$ cat src/rtl/clk_stop_pkg.sv
`timescale 1ns/1ps
package clk_stop_pkg;

    typedef enum logic {
        ST_STOP = 1'b0,
        ST_RUN  = 1'b1
    } run_state_e;

endpackage

$ cat src/rtl/stop_sync.sv
`timescale 1ns/1ps
module stop_sync #(
    parameter int STAGES = 2
) (
    input  logic clk,
    input  logic rst_n,
    input  logic async_n,
    output logic sync_n
);

    logic [STAGES-1:0] stage_d;
    logic [STAGES-1:0] stage_q;

    always_comb begin
        stage_d[0] = async_n;
        for (int i = 1; i < STAGES; i++) begin
            stage_d[i] = stage_q[i-1];
        end
    end

    // Reset value 1 means no stop is requested.
    always_ff @(posedge clk or negedge rst_n) begin
        if (!rst_n) begin
            stage_q <= '1;
        end else begin
            stage_q <= stage_d;
        end
    end

    assign sync_n = stage_q[STAGES-1];

endmodule

$ cat src/rtl/run_ctrl.sv
`timescale 1ns/1ps
module run_ctrl
    import clk_stop_pkg::*;
#(
    parameter int MIN_RUN = 100
) (
    input  logic clk,
    input  logic rst_n,
    input  logic req_run,
    output logic run
);

    localparam int CW = (MIN_RUN > 1) ? $clog2(MIN_RUN) : 1;
    localparam logic [CW-1:0] DONE = CW'(MIN_RUN - 1);

    typedef struct packed {
        run_state_e     st;
        logic [CW-1:0]  cnt;
    } ctl_t;

    ctl_t ctl_d;
    ctl_t ctl_q;

    always_comb begin
        ctl_d = ctl_q;
        case (ctl_q.st)
            ST_RUN: begin
                if (ctl_q.cnt != DONE) begin
                    ctl_d.cnt = ctl_q.cnt + CW'(1);
                end
                // A request that is still asserted waits here until the window closes.
                if (!req_run && (ctl_q.cnt == DONE)) begin
                    ctl_d.st = ST_STOP;
                end
            end
            default: begin
                if (req_run) begin
                    ctl_d.st  = ST_RUN;
                    ctl_d.cnt = '0;
                end
            end
        endcase
    end

    // Out of reset, the minimum interval counts as already served.
    always_ff @(posedge clk or negedge rst_n) begin
        if (!rst_n) begin
            ctl_q <= '{st: ST_RUN, cnt: DONE};
        end else begin
            ctl_q <= ctl_d;
        end
    end

    assign run = (ctl_q.st == ST_RUN);

    // Independent run-length tally, used only by the assertion below.
    localparam logic [CW:0] RL_MAX = (CW+1)'(MIN_RUN);
    logic [CW:0] run_len_q;

    always_ff @(posedge clk or negedge rst_n) begin
        if (!rst_n) begin
            run_len_q <= RL_MAX;
        end else if (!run) begin
            run_len_q <= '0;
        end else if (run_len_q != RL_MAX) begin
            run_len_q <= run_len_q + (CW+1)'(1);
        end
    end

    assert_min_run_R5: assert property (@(posedge clk) disable iff (!rst_n)
        $fell(run) |-> (run_len_q >= RL_MAX));

endmodule

$ cat src/rtl/gate_bank.sv
`timescale 1ns/1ps
module gate_bank #(
    parameter int N_OUT    = 4,
    parameter int FREE_IDX = 0
) (
    input  logic             clk,
    input  logic             rst_n,
    input  logic             run,
    input  logic [N_OUT-1:0] en,
    output logic [N_OUT-1:0] clk_out
);

    localparam logic [N_OUT-1:0] FREE_MASK = N_OUT'(1) << FREE_IDX;

    logic [N_OUT-1:0] gate_d;
    logic [N_OUT-1:0] gate_q;

    always_comb begin
        gate_d = en & (FREE_MASK | {N_OUT{run}});
    end

    // Falling-edge capture: the enables settle during the low phase.
    always_ff @(negedge clk or negedge rst_n) begin
        if (!rst_n) begin
            gate_q <= '0;
        end else begin
            gate_q <= gate_d;
        end
    end

    for (genvar g = 0; g < N_OUT; g++) begin : g_out
        assign clk_out[g] = clk & gate_q[g];
    end

    always @(gate_q) begin
        if (rst_n) begin
            assert_gate_low_phase_R2: assert (clk == 1'b0);
        end
    end

    assert_free_exempt_R6: assert property (@(negedge clk) disable iff (!rst_n)
        $past(rst_n) |-> (gate_q[FREE_IDX] == $past(en[FREE_IDX])));

endmodule

$ cat src/rtl/clk_stop_gate.sv
`timescale 1ns/1ps
module clk_stop_gate #(
    parameter int N_OUT       = 4,
    parameter int FREE_IDX    = 0,
    parameter int SYNC_STAGES = 2,
    parameter int MIN_RUN     = 100
) (
    input  logic             clk_src,
    input  logic             rst_n,
    input  logic             stop_req_n,
    input  logic [N_OUT-1:0] out_en,
    output logic [N_OUT-1:0] clk_out
);

    logic req_run;
    logic run_q;

    stop_sync #(
        .STAGES (SYNC_STAGES)
    ) u_sync (
        .clk     (clk_src),
        .rst_n   (rst_n),
        .async_n (stop_req_n),
        .sync_n  (req_run)
    );

    run_ctrl #(
        .MIN_RUN (MIN_RUN)
    ) u_ctrl (
        .clk     (clk_src),
        .rst_n   (rst_n),
        .req_run (req_run),
        .run     (run_q)
    );

    gate_bank #(
        .N_OUT    (N_OUT),
        .FREE_IDX (FREE_IDX)
    ) u_gate (
        .clk     (clk_src),
        .rst_n   (rst_n),
        .run     (run_q),
        .en      (out_en),
        .clk_out (clk_out)
    );

    assert_fall_needs_req_R3: assert property (@(posedge clk_src) disable iff (!rst_n)
        $fell(run_q) |-> !$past(req_run));

    assert_rise_needs_req_R4: assert property (@(posedge clk_src) disable iff (!rst_n)
        $rose(run_q) |-> $past(req_run));

endmodule

$ cat config.mk
export PLATFORM = sky130hd
export DESIGN_NAME = clk_stop_gate
export DESIGN_NICKNAME = d
export VERILOG_FILES = /design/src/rtl/clk_stop_pkg.sv /design/src/rtl/stop_sync.sv /design/src/rtl/run_ctrl.sv /design/src/rtl/gate_bank.sv /design/src/rtl/clk_stop_gate.sv
export SDC_FILE = /design/constraint.sdc
export NUM_CORES = 1
export LEC_CHECK = 0
export BUFFER_PORTS_ARGS = -buffer_cell sky130_fd_sc_hd__buf_2
export CAP_MARGIN = 10
export CORE_AREA = 3 3 40 42
export DETAILED_ROUTE_END_ITERATION = 10
export DIE_AREA = 0 0 43 45
export GPL_TIMING_DRIVEN = 0
export PLACE_DENSITY = 0.83
export SLEW_MARGIN = 20
export SYNTH_ARGS = -nofsm -noshare
export SYNTH_HDL_FRONTEND = slang
export SYNTH_SLANG_ARGS = --single-unit
$ cat constraint.sdc
create_clock -name clk_src -period 2.1 [get_ports clk_src]
set_clock_uncertainty 0.1 [all_clocks]
set_input_delay 0.21 -clock clk_src [delete_from_list [all_inputs] [get_ports clk_src]]
set_output_delay 0.21 -clock clk_src [all_outputs]
set_load 0.02 [all_outputs]
* After elaboration in Yosys (flattened, before gate mapping)
Index checks and enable logic that the tools add are counted.
** Storage, ports and cells
- Register bits :: 14
- Word-level logic and storage cells :: 21
- Input port bits :: 7
- Output and inout port bits :: 4
** Operators by class
- Multiplexer cells :: 4
- Bitwise gates (word level) :: 5
- $add $sub $neg :: 1
- Equal/unequal tests :: 3
- Reductions and logical operators :: 4
** Operators with widths (count)
- 8-bit 2-to-1 mux :: 2
- 7-bit by 1-bit adder with 7-bit output, second input constant :: 1
- 7-bit equality test, second input constant :: 1
- 7-bit 2-to-1 mux :: 1
- 7-bit != test, second input constant :: 1
- 1-bit bitwise AND :: 4
- 4-bit bitwise AND :: 1
- 2-bit != test, second input constant :: 1
- 2-bit AND reduction :: 1
- 2-bit nonzero test :: 1
- 1-bit logical AND :: 1
- 1-bit zero test :: 1
- 1-bit 2-to-1 mux :: 1

* Logic depth before layout (Yosys ltp)
Gate-level depths: netlist (run 1).
- Word-level depth :: 4
- Mapped depth :: 4

* Cells and area by module
Synthesis (run 1) repeated with hierarchy kept, for this count alone.
** Second synthesis, totals
- Cell total of the unflattened synthesis :: 59
- Area total of the unflattened synthesis :: 641.9 sq um
** By module, submodules not included
- run_ctrl :: cells an instance 46, seq. area each 206.4 sq um, area an instance 445.4 sq um, times used 1
- gate_bank :: cells an instance 11, seq. area each 100.1 sq um, area an instance 143.9 sq um, times used 1
- stop_sync :: cells an instance 2, seq. area each 52.6 sq um, area an instance 52.6 sq um, times used 1

==> summary.md, run 1 <==
| Metric | Value |
|---|---|
| Status | `complete, but fails checks` |
| Failing checks | `negative setup slack` |
| Seq/Total Area, Yosys | `54.8%` |
| # Post-CTS Setup Buffers | `0` |
| Max VDD drop | `0.000714 V` |
| CP Class | `reg -> out` |
| Die width | `43 um` |
| ANT cells | `0` |
| Crit end category | `primary output` |
| Via density | `5.75` |
| Max-capacitance violation count | `0` |
| # DRC | `0` |
| Congestion Overflow GR | `0` |
| Fin worst setup slack | `-0.327 ns` |
| Antenna violations before repair | `0` |
| CTS tree | `done` |
| GRT Total Usage | `19.1%` |
| Die H | `45 um` |
| Worst slew pin tran | `0.313 ns` |
| # IOs | `11` |
| Mapped Cells | `62` |
| Pleak | `0.381 nW` |
| DR iter-0 viols | `11` |
| Clock latency on the worst-skew pair | `0.41 ns` |
| CP max FO | `1` |
| Routed wire per std cell | `14.5 um` |
| Initial core utilization | `51.0%` |
| Simple-gate portion of the synthesized area | `27.1%` |
| Final Max Tran Viols | `0` |
| Vias in the first global route | `603` |
| Final nets | `90` |
| Layout cells sized above 1 | `37.8%` |
| Mean Syn Cell Area | `10.6 um2` |
| Die area | `1940 um2` |
| Synth Warn # | `0` |
| Seq cells post-synth | `14` |
| Synth unique cells | `27` |
| Final Routed Wirelength | `1400 um` |
| Drt first pass iters | `4` |
| PortBufs | `10` |
| Mux share of post-synthesis cell area | `0%` |
| First-pass GRT wire length | `2310 um` |
| P per Cell Area | `1660 nW/um2` |
| Hold Violations, Final | `0` |
| Area grow syn2layout | `29.0%` |
| Core area | `1280 um2` |
| Std-Cell Rows | `13` |
| RSZ-0062 raised after global routing | `true` |
| Tightest Hold Check Type | `in -> async` |
| Largest net degree at the start of global routing | `17` |
| Clk pin slew, worst setup/hold paths | `0.09 ns` |
| FF-to-FF path depth | `1` |
| Routed Antenna Nets | `0` |
| Final HPWL DP | `896 um` |
| Worst slack, placed | `-0.123 ns` |
| Required @ worst endpoint | `1.79 ns` |
| Rel. slew slack | `79.1%` |
| Commonest cells after routing, fill and taps aside | `clkbuf_4, dfstp_2, nand2_1, buf_2, nand3_1` |
| Via count | `558` |
| Largest family of logic cells by synthesized area | `simple AND/OR/NAND/NOR gates` |
| CP Data Arrival Time | `2.12 ns` |
| Post-synthesis compound-gate area fraction | `11.8%` |
| Synthesized area | `656 um2` |
| Gp weighted congestion | `0.810` |
| XOR/XNOR share of the synthesized area | `2.67%` |
| CP startpoint kind | `flip-flop` |
| Final setup fails | `8` |
| Mapped Nets | `70` |
| Post-synthesis adder-cell area fraction | `1.91%` |
| TNS Setup | `-1.28 ns` |
[metrics by stage]
stage	utilization [%]	area [um2]	hold slack, ns	total power [mW]	std cells
final	65.8	846	0.112	1.40	97
after global routing	65.8	846	0.126	1.52	97
after CTS	65.3	840	0.110	1.39	97
after detailed placement	56.4	724	0.0132	0.958	87
after global placement	56.4	724	0.0170	0.929	87
after floorplan	-	656	-0.186	0.842	62
[where the power goes]
group	switching [mW]	total, mW	internal [mW]
Clock	0.229	0.559	0.330
Sequential	0.109	0.496	0.387
Combinational	0.161	0.345	0.184
Total	0.498	1.40	0.901
[Yosys cell counts (all sizes together)]
| library cell | n | area, um2 |
|---|---|---|
| o31ai | 1 | 7.51 |
| nand3 | 5 | 25.0 |
| dfrtp | 3 | 75.1 |
| o211a | 1 | 10.0 |
| ha | 1 | 12.5 |
| o21ai | 3 | 15.0 |
| a31oi | 1 | 6.26 |
| dfrtn | 4 | 100 |
| and3 | 2 | 12.5 |
| nor2b | 1 | 6.26 |
| inv | 2 | 7.51 |
| nor3b | 2 | 15.0 |
| or4 | 1 | 7.51 |
| nor4 | 1 | 6.26 |
| or3 | 2 | 12.5 |
| nand2 | 6 | 22.5 |
| o22ai | 2 | 12.5 |
| or4b | 1 | 13.8 |
| dfstp | 7 | 184 |
| a211o | 1 | 8.76 |
| a31o | 2 | 17.5 |
| xor2 | 2 | 17.5 |
| and2 | 7 | 43.8 |
| clkbuf | 1 | 3.75 |
| nor3 | 1 | 5.00 |
| nor2 | 2 | 7.51 |
[critical path, stage by stage, from the launching register on]
cell	delay, ns
dfrtn_1	0.41
and2_4	0.14
buf_6	0.10
[logic make-up (layout without fill, tap and decap cells)]
logic type	count (synthesis)	in the layout
buffers and inverters	3	23
AOI/OAI and AO/OA	11	11
DFF	14	14
xor gates and xnor gates	2	2
adders and majority gates	1	1
and+or+nand+nor	31	31
[area by class of cell]
| type | count | area, um2 |
|---|---|---|
| fillers | 111 | 439 |
| flip-flops and latches | 14 | 359 |
| multi-input cells | 45 | 295 |
| clock buffers | 13 | 115 |
| repair buffers | 8 | 50.0 |
| well taps | 15 | 18.8 |
| inverters | 2 | 7.51 |
[layer usage]
layer,routed length (um),share of wire [%],up-vias,GRT usage [%]
li1,-,-,261,-
met5,0,0,-,0
met4,31,2.2,0,23.5
met3,90,6.4,4,17.5
met1,553,39,277,14.8
met2,726,52,16,25.1
[path summary, 6_finish.rpt]
check                           slack (ns)           endpoint         startpoint
worst max register to register        0.13   u_gate.gate_q[2]         u_ctrl.run
worst min-delay path                  0.11    u_ctrl.ctl_q[4]              rst_n
max in group asynchronous             0.59   u_gate.gate_q[0]              rst_n
min in group clk_src                  0.26  u_sync.stage_q[1]  u_sync.stage_q[0]
worst max-delay path                 -0.33         clk_out[2]   u_gate.gate_q[2]
worst min register to register        0.26  u_sync.stage_q[1]  u_sync.stage_q[0]
[state kept, by name, indices dropped and copies added (netlist names)]
signal / cells
u_sync.stage_q: 2
u_ctrl.run: 1
u_ctrl.ctl_q: 7
u_gate.gate_q: 4
[repair_timing]
item / 4_1_cts / 5_1_grt
pin swaps: 3 / 0
resized for setup: 10 / 2
hold buffers: 2 / 0
endpoints found under the hold margin: 11 / 0
setup endpoints to repair: 11 / 8
Note: power is estimated with default switching activity, not from simulation.
==> inputs of run 2 (changes only) <==
--- a/config.mk
+++ b/config.mk
@@ -7,11 +7,12 @@
 export LEC_CHECK = 0
 export BUFFER_PORTS_ARGS = -buffer_cell sky130_fd_sc_hd__buf_2
 export CAP_MARGIN = 10
-export CORE_AREA = 3 3 40 42
+export CORE_MARGIN = 3
+export CORE_UTILIZATION = 50
+export CTS_BUF_LIST = sky130_fd_sc_hd__clkbuf_2
 export DETAILED_ROUTE_END_ITERATION = 10
-export DIE_AREA = 0 0 43 45
 export GPL_TIMING_DRIVEN = 0
-export PLACE_DENSITY = 0.83
+export PLACE_DENSITY = 0.87
 export SLEW_MARGIN = 20
 export SYNTH_ARGS = -nofsm -noshare
 export SYNTH_HDL_FRONTEND = slang
==> constraint.sdc (replaced) <==
create_clock -name clk_src -period 2 [get_ports clk_src]
set_clock_uncertainty 0.1 [all_clocks]
set_input_delay 0.2 -clock clk_src [delete_from_list [all_inputs] [get_ports clk_src]]
set_output_delay 0.2 -clock clk_src [all_outputs]
set_load 0.02 [all_outputs]
==> run 2 against run 1 <==
  * Hold slack got worse by 0.0046 ns
  * Worst setup slack improved by 0.012 ns
  * Clock-buffer cell count fell by 1
  * Largest power group is now registers
  * The flow still finishes with violations (negative setup slack)
  * First-iteration DRC count up 55%
  * Die area down 7.9%
  * Wire length shrank 4.3%
  * Critical endpoint unchanged
  * Sequential power rose by 4.4%
  * Cell area down 3.3%
==> summary.md, run 2 (synthesis gave the netlist of run 1 again) <==
| Metric | Value |
|---|---|
| Total power | `1.36 mW` |
| Cell breakdown of the critical path | `and2_4 -> buf_6` |
| Biggest registers after layout | `u_ctrl.ctl_q x7, u_gate.gate_q x4, u_sync.stage_q x2` |
| Tightest Hold Check Type | `in -> async` |
| Initial core utilization | `56.0%` |
| CP endpoint | `clk_out[2]` |
| P per Cell Area | `1660 nW/um2` |
| FF-to-FF path depth | `1` |
| Std-Cell Rows | `12` |
| Required @ worst endpoint | `1.70 ns` |
| DR iter-0 viols | `17` |
| Design area | `818 um2` |
| Worst slew pin tran | `0.296 ns` |
| ANT cells | `0` |
| CP startpoint | `u_gate.gate_q[2]` |
| Pleak | `0.375 nW` |
| CTS tree | `done` |
| Congestion Overflow GR | `0` |
| Buf+Inv Stages, Crit Path | `1` |
| Die width | `42.2 um` |
| R2r endpoint | `u_gate.gate_q[2]` |
| Gp weighted congestion | `0.830` |
| Max VDD drop | `0.000954 V` |
| Routed wire per std cell | `14.0 um` |
| Antenna violations before repair | `0` |
| Clk pin slew, worst setup/hold paths | `0.14 ns` |
| Hold Violations, Final | `0` |
| CP max FO | `1` |
| Worst slack, placed | `-0.0274 ns` |
| Die area | `1780 um2` |
| FF-to-FF Start | `u_ctrl.run` |
| CP Data Arrival Time | `2.01 ns` |
| RSZ-0062 raised after global routing | `true` |
| Max-capacitance violation count | `0` |
| Final nets | `90` |
| First-pass GRT wire length | `2260 um` |
| Rel. slew slack | `80.2%` |
| Commonest cells after routing, fill and taps aside | `clkbuf_2, dfstp_2, nand2_1, buf_2, nand3_1` |
| CP Class | `reg -> out` |
| Worst R2R Setup Slack | `0.06 ns` |
| Vias in the first global route | `551` |
| Commonest non-fill, non-tap cell in the layout | `clkbuf_2` |
| Fin worst setup slack | `-0.314 ns` |
| Biggest register | `u_ctrl.ctl_q` |
| Most crowded layer after global routing | `met2` |
| Cell total after placement | `86` |
| Grt met1 use | `17.4%` |
| Clock latency on the worst-skew pair | `0.38 ns` |
| Instance area at placement | `724 um2` |
| Die H | `42.2 um` |
| Via count | `553` |
| Worst path depth | `2` |
| Core area | `1170 um2` |
| Status | `complete, but fails checks` |
| Layout cells sized above 1 | `37.8%` |
| Delay-heaviest family, CP | `flip-flops` |
| Crit end category | `primary output` |
| PortBufs | `10` |
| Grt met2 use | `27.4%` |
| Final Max Tran Viols | `0` |
| # Post-CTS Setup Buffers | `0` |
| Non-Filler Instances | `96` |
| Via density | `5.76` |
| Largest net degree at the start of global routing | `17` |
| Final HPWL DP | `864 um` |
| Final setup fails | `8` |
| CP startpoint kind | `flip-flop` |
| Max reg flops | `7` |
| Critical path's slowest cell | `dfrtn_1` |
| Area grow syn2layout | `24.8%` |
| # IOs | `11` |
| Final Routed Wirelength | `1340 um` |
| Routed Antenna Nets | `0` |
| CP max stage delay | `0.42 ns` |
| Drt first pass iters | `4` |
| WHS | `0.107 ns` |
| GRT Total Usage | `18.9%` |
| # DRC | `0` |
| M3 GR Usage | `13.7%` |
| Failing checks | `negative setup slack` |
## run 2: how the worst min path moves through the flow
stage	start	end	slack [ns]
finish	rst_n	u_ctrl.ctl_q[4]	0.11
floorplan	rst_n	u_ctrl.ctl_q[2]	-0.20
detailed placement	rst_n	u_ctrl.ctl_q[4]	0.005
CTS	rst_n	u_ctrl.ctl_q[4]	0.13
global route	rst_n	u_ctrl.ctl_q[4]	0.13
global placement	rst_n	u_ctrl.ctl_q[4]	0.008
## run 2: layout make-up
type / count / area [um2]
Fill cell: 94 / 353
Tap cell: 14 / 17.5
Multi-Input combinational cell: 45 / 295
Timing Repair Buffer: 8 / 50.0
Clock buffer: 12 / 85.1
Clock inverter: 1 / 3.75
Inverter: 2 / 7.51
Sequential cell: 14 / 359
## run 2: power breakdown
group | internal, mW | total (mW) | leakage (nW) | switching [mW]
Clock | 0.248 | 0.481 | 0.0774 | 0.233
Sequential | 0.406 | 0.518 | 0.157 | 0.112
Combinational | 0.194 | 0.362 | 0.141 | 0.168
## run 2: timing repair
| item | in CTS | in global routing |
|---|---|---|
| gates resized for setup | 9 | 3 |
| pin swaps | 2 | 1 |
| hold buffers | 2 | 0 |
| setup endpoints to repair | 11 | 8 |
| hold endpoints to repair | 11 | 0 |
## run 2: layer usage
metal,vias to the layer above,wire length [um]
met3,6,98
met1,263,532
met5,-,0
met2,21,682
li1,263,-
met4,0,28
## run 2: per-stage QoR
stage | util [%] | setup TNS (ns)
2_1_floorplan | - | 0
3_3_place_gp | 61.9 | 0
3_5_place_dp | 61.9 | -0.0325
4_1_cts | 69.1 | -1.21
5_1_grt | 69.9 | -1.35
6_report | 69.9 | -1.20
==> inputs of run 3 (changes only) <==
--- a/config.mk
+++ b/config.mk
@@ -7,12 +7,12 @@
 export LEC_CHECK = 0
 export BUFFER_PORTS_ARGS = -buffer_cell sky130_fd_sc_hd__buf_2
 export CAP_MARGIN = 10
-export CORE_MARGIN = 3
 export CORE_UTILIZATION = 50
 export CTS_BUF_LIST = sky130_fd_sc_hd__clkbuf_2
 export DETAILED_ROUTE_END_ITERATION = 10
 export GPL_TIMING_DRIVEN = 0
 export PLACE_DENSITY = 0.87
+export RECOVER_POWER = 50
 export SLEW_MARGIN = 20
 export SYNTH_ARGS = -nofsm -noshare
 export SYNTH_HDL_FRONTEND = slang
==> run 3 against run 2 <==
  * Worst setup slack gained 0.0096 ns
  * Flip-flop and latch count is the same
  * Highest routed layer unchanged
  * First-iteration DRC count grew 94%
  * Sequential share of layout area is the same
  * Critical endpoint is now clk_out[1]
  * The run still ends with negative setup slack left
  * Hold slack gained 0.15 ns
  * Largest cell class unchanged
  * Global-route usage grew 5.2 points
==> summary.md, run 3 (synthesis gave the netlist of run 1 again) <==
| Metric | Value |
|---|---|
| Die H | `38.2 um` |
| Commonest non-fill, non-tap cell in the layout | `clkbuf_2` |
| PortBufs | `10` |
| Rel. slew slack | `51.9%` |
| Die area | `1460 um2` |
| Routed Antenna Nets | `0` |
| Via density | `6.06` |
| Fin worst setup slack | `-0.305 ns` |
| Vias in the first global route | `563` |
| CP Class | `reg -> out` |
| Die width | `38.2 um` |
| Status | `complete, but fails checks` |
| Commonest cells after routing, fill and taps aside | `clkbuf_2, dfstp_2, nand2_1` |
| DR iter-0 viols | `33` |
| First-pass GRT wire length | `2170 um` |
| Crit end category | `primary output` |
| RSZ-0062 raised after global routing | `true` |
| Non-Filler Instances | `96` |
| # IOs | `11` |
| Final Max Tran Viols | `0` |
| Multi-input gate area | `295 um2` |
| CP Data Arrival Time | `2.00 ns` |
| P per Cell Area | `1690 nW/um2` |
| Clock latency on the worst-skew pair | `0.38 ns` |
| GRT Total Usage | `24.1%` |
| Via count | `582` |
| Failing checks | `negative setup slack` |
| Congestion Overflow GR | `0` |
| Final Routed Wirelength | `1420 um` |
| Required @ worst endpoint | `1.70 ns` |
| CP max FO | `1` |
| Core area | `1160 um2` |
| Area grow syn2layout | `24.8%` |
| Gp weighted congestion | `0.844` |
| Total power | `1.39 mW` |
| Biggest register | `u_ctrl.ctl_q` |
| Final setup fails | `8` |
| # DRC | `0` |
| Register area | `359 um2` |
| ANT cells | `0` |
| Final HPWL DP | `845 um` |
| Largest net degree at the start of global routing | `17` |
| Fill cell count | `88` |
| # Post-CTS Setup Buffers | `0` |
| Tightest Hold Check Type | `in -> async` |
| Std-Cell Rows | `12` |
| Cell total after placement | `86` |
| Hold Violations, Final | `0` |
| Max reg flops | `7` |
| Routed wire per std cell | `14.7 um` |
| WHS | `0.261 ns` |
| Layout cells sized above 1 | `37.8%` |
| Worst slew pin tran | `0.722 ns` |
| Antenna violations before repair | `0` |
| Pleak | `0.375 nW` |
| CP startpoint kind | `flip-flop` |
| Final nets | `90` |
| Max VDD drop | `0.000863 V` |
| Clk pin slew, worst setup/hold paths | `0.15 ns` |
| CTS tree | `done` |
| Final Util | `70.8%` |
| Drt first pass iters | `4` |
| Initial core utilization | `56.7%` |
| Max-capacitance violation count | `0` |
| Biggest registers after layout | `u_ctrl.ctl_q x7, u_gate.gate_q x4, u_sync.stage_q x2` |
run 3: cell types whose count changed in the layout (fill, tap and decap cells not counted), sizes merged:
cell,before,now
buf,10,9
clkbuf,8,10
clkinv,1,0
run 3: power breakdown:
group	leakage (nW)	switching [mW]	total, mW	internal, mW
sequential	0.157	0.113	0.519	0.406
combinational	0.138	0.180	0.376	0.196
clock	0.0800	0.234	0.491	0.257
total	0.375	0.527	1.39	0.858
run 3: worst max-delay path: stages, from the launching register on:
cell and delay [ns]:
dfrtn_1 0.41, and2_4 0.13, buf_6 0.11
run 3: final timing paths:
check                      slack [ns]  depth (start not counted)              start                 to
min in group clk_src             0.27                          0  u_sync.stage_q[0]  u_sync.stage_q[1]
setup / recovery                -0.30                          2   u_gate.gate_q[1]         clk_out[1]
hold / removal                   0.26                          2              rst_n    u_ctrl.ctl_q[4]
hold reg to reg                  0.27                          0  u_sync.stage_q[0]  u_sync.stage_q[1]
setup reg to reg                 0.01                          1         u_ctrl.run   u_gate.gate_q[3]
max in group asynchronous        0.12                          2              rst_n   u_gate.gate_q[2]
run 3: what timing repair did:
action	4_1_cts	5_1_grt
gates resized for setup	8	4
pin swaps	3	0
endpoints found under the hold margin	11	0
setup endpoints to repair	11	8
hold buffers	2	0
run 3: layout make-up:
class | instances | area share (%)
timing repair buffer | 8 | 5.96
tap | 14 | 2.14
inverter | 2 | 0.917
sequential | 14 | 43.9
multi-input combinational | 45 | 36.1
clock buffer | 13 | 11.0
run 3: metrics by stage:
| step | setup slack, ns | instance area, um2 | setup TNS (ns) |
|---|---|---|---|
| 2_1_floorplan | 0.0754 | 657 | 0 |
| 5_1_grt | -0.342 | 818 | -1.38 |
| 3_5_place_dp | -0.00416 | 724 | -0.0114 |
| 3_3_place_gp | 0.0199 | 724 | 0 |
| 4_1_cts | -0.311 | 808 | -1.16 |
| 6_report | -0.305 | 818 | -1.12 |
run 3: metal layers:
metal	share of wire, %	routed length (um)	track usage (%)
met1	40	560	22.0
met3	8.4	119	17.4
met2	47	659	31.4
met4	5.3	75	28.6
met5	0	0	0
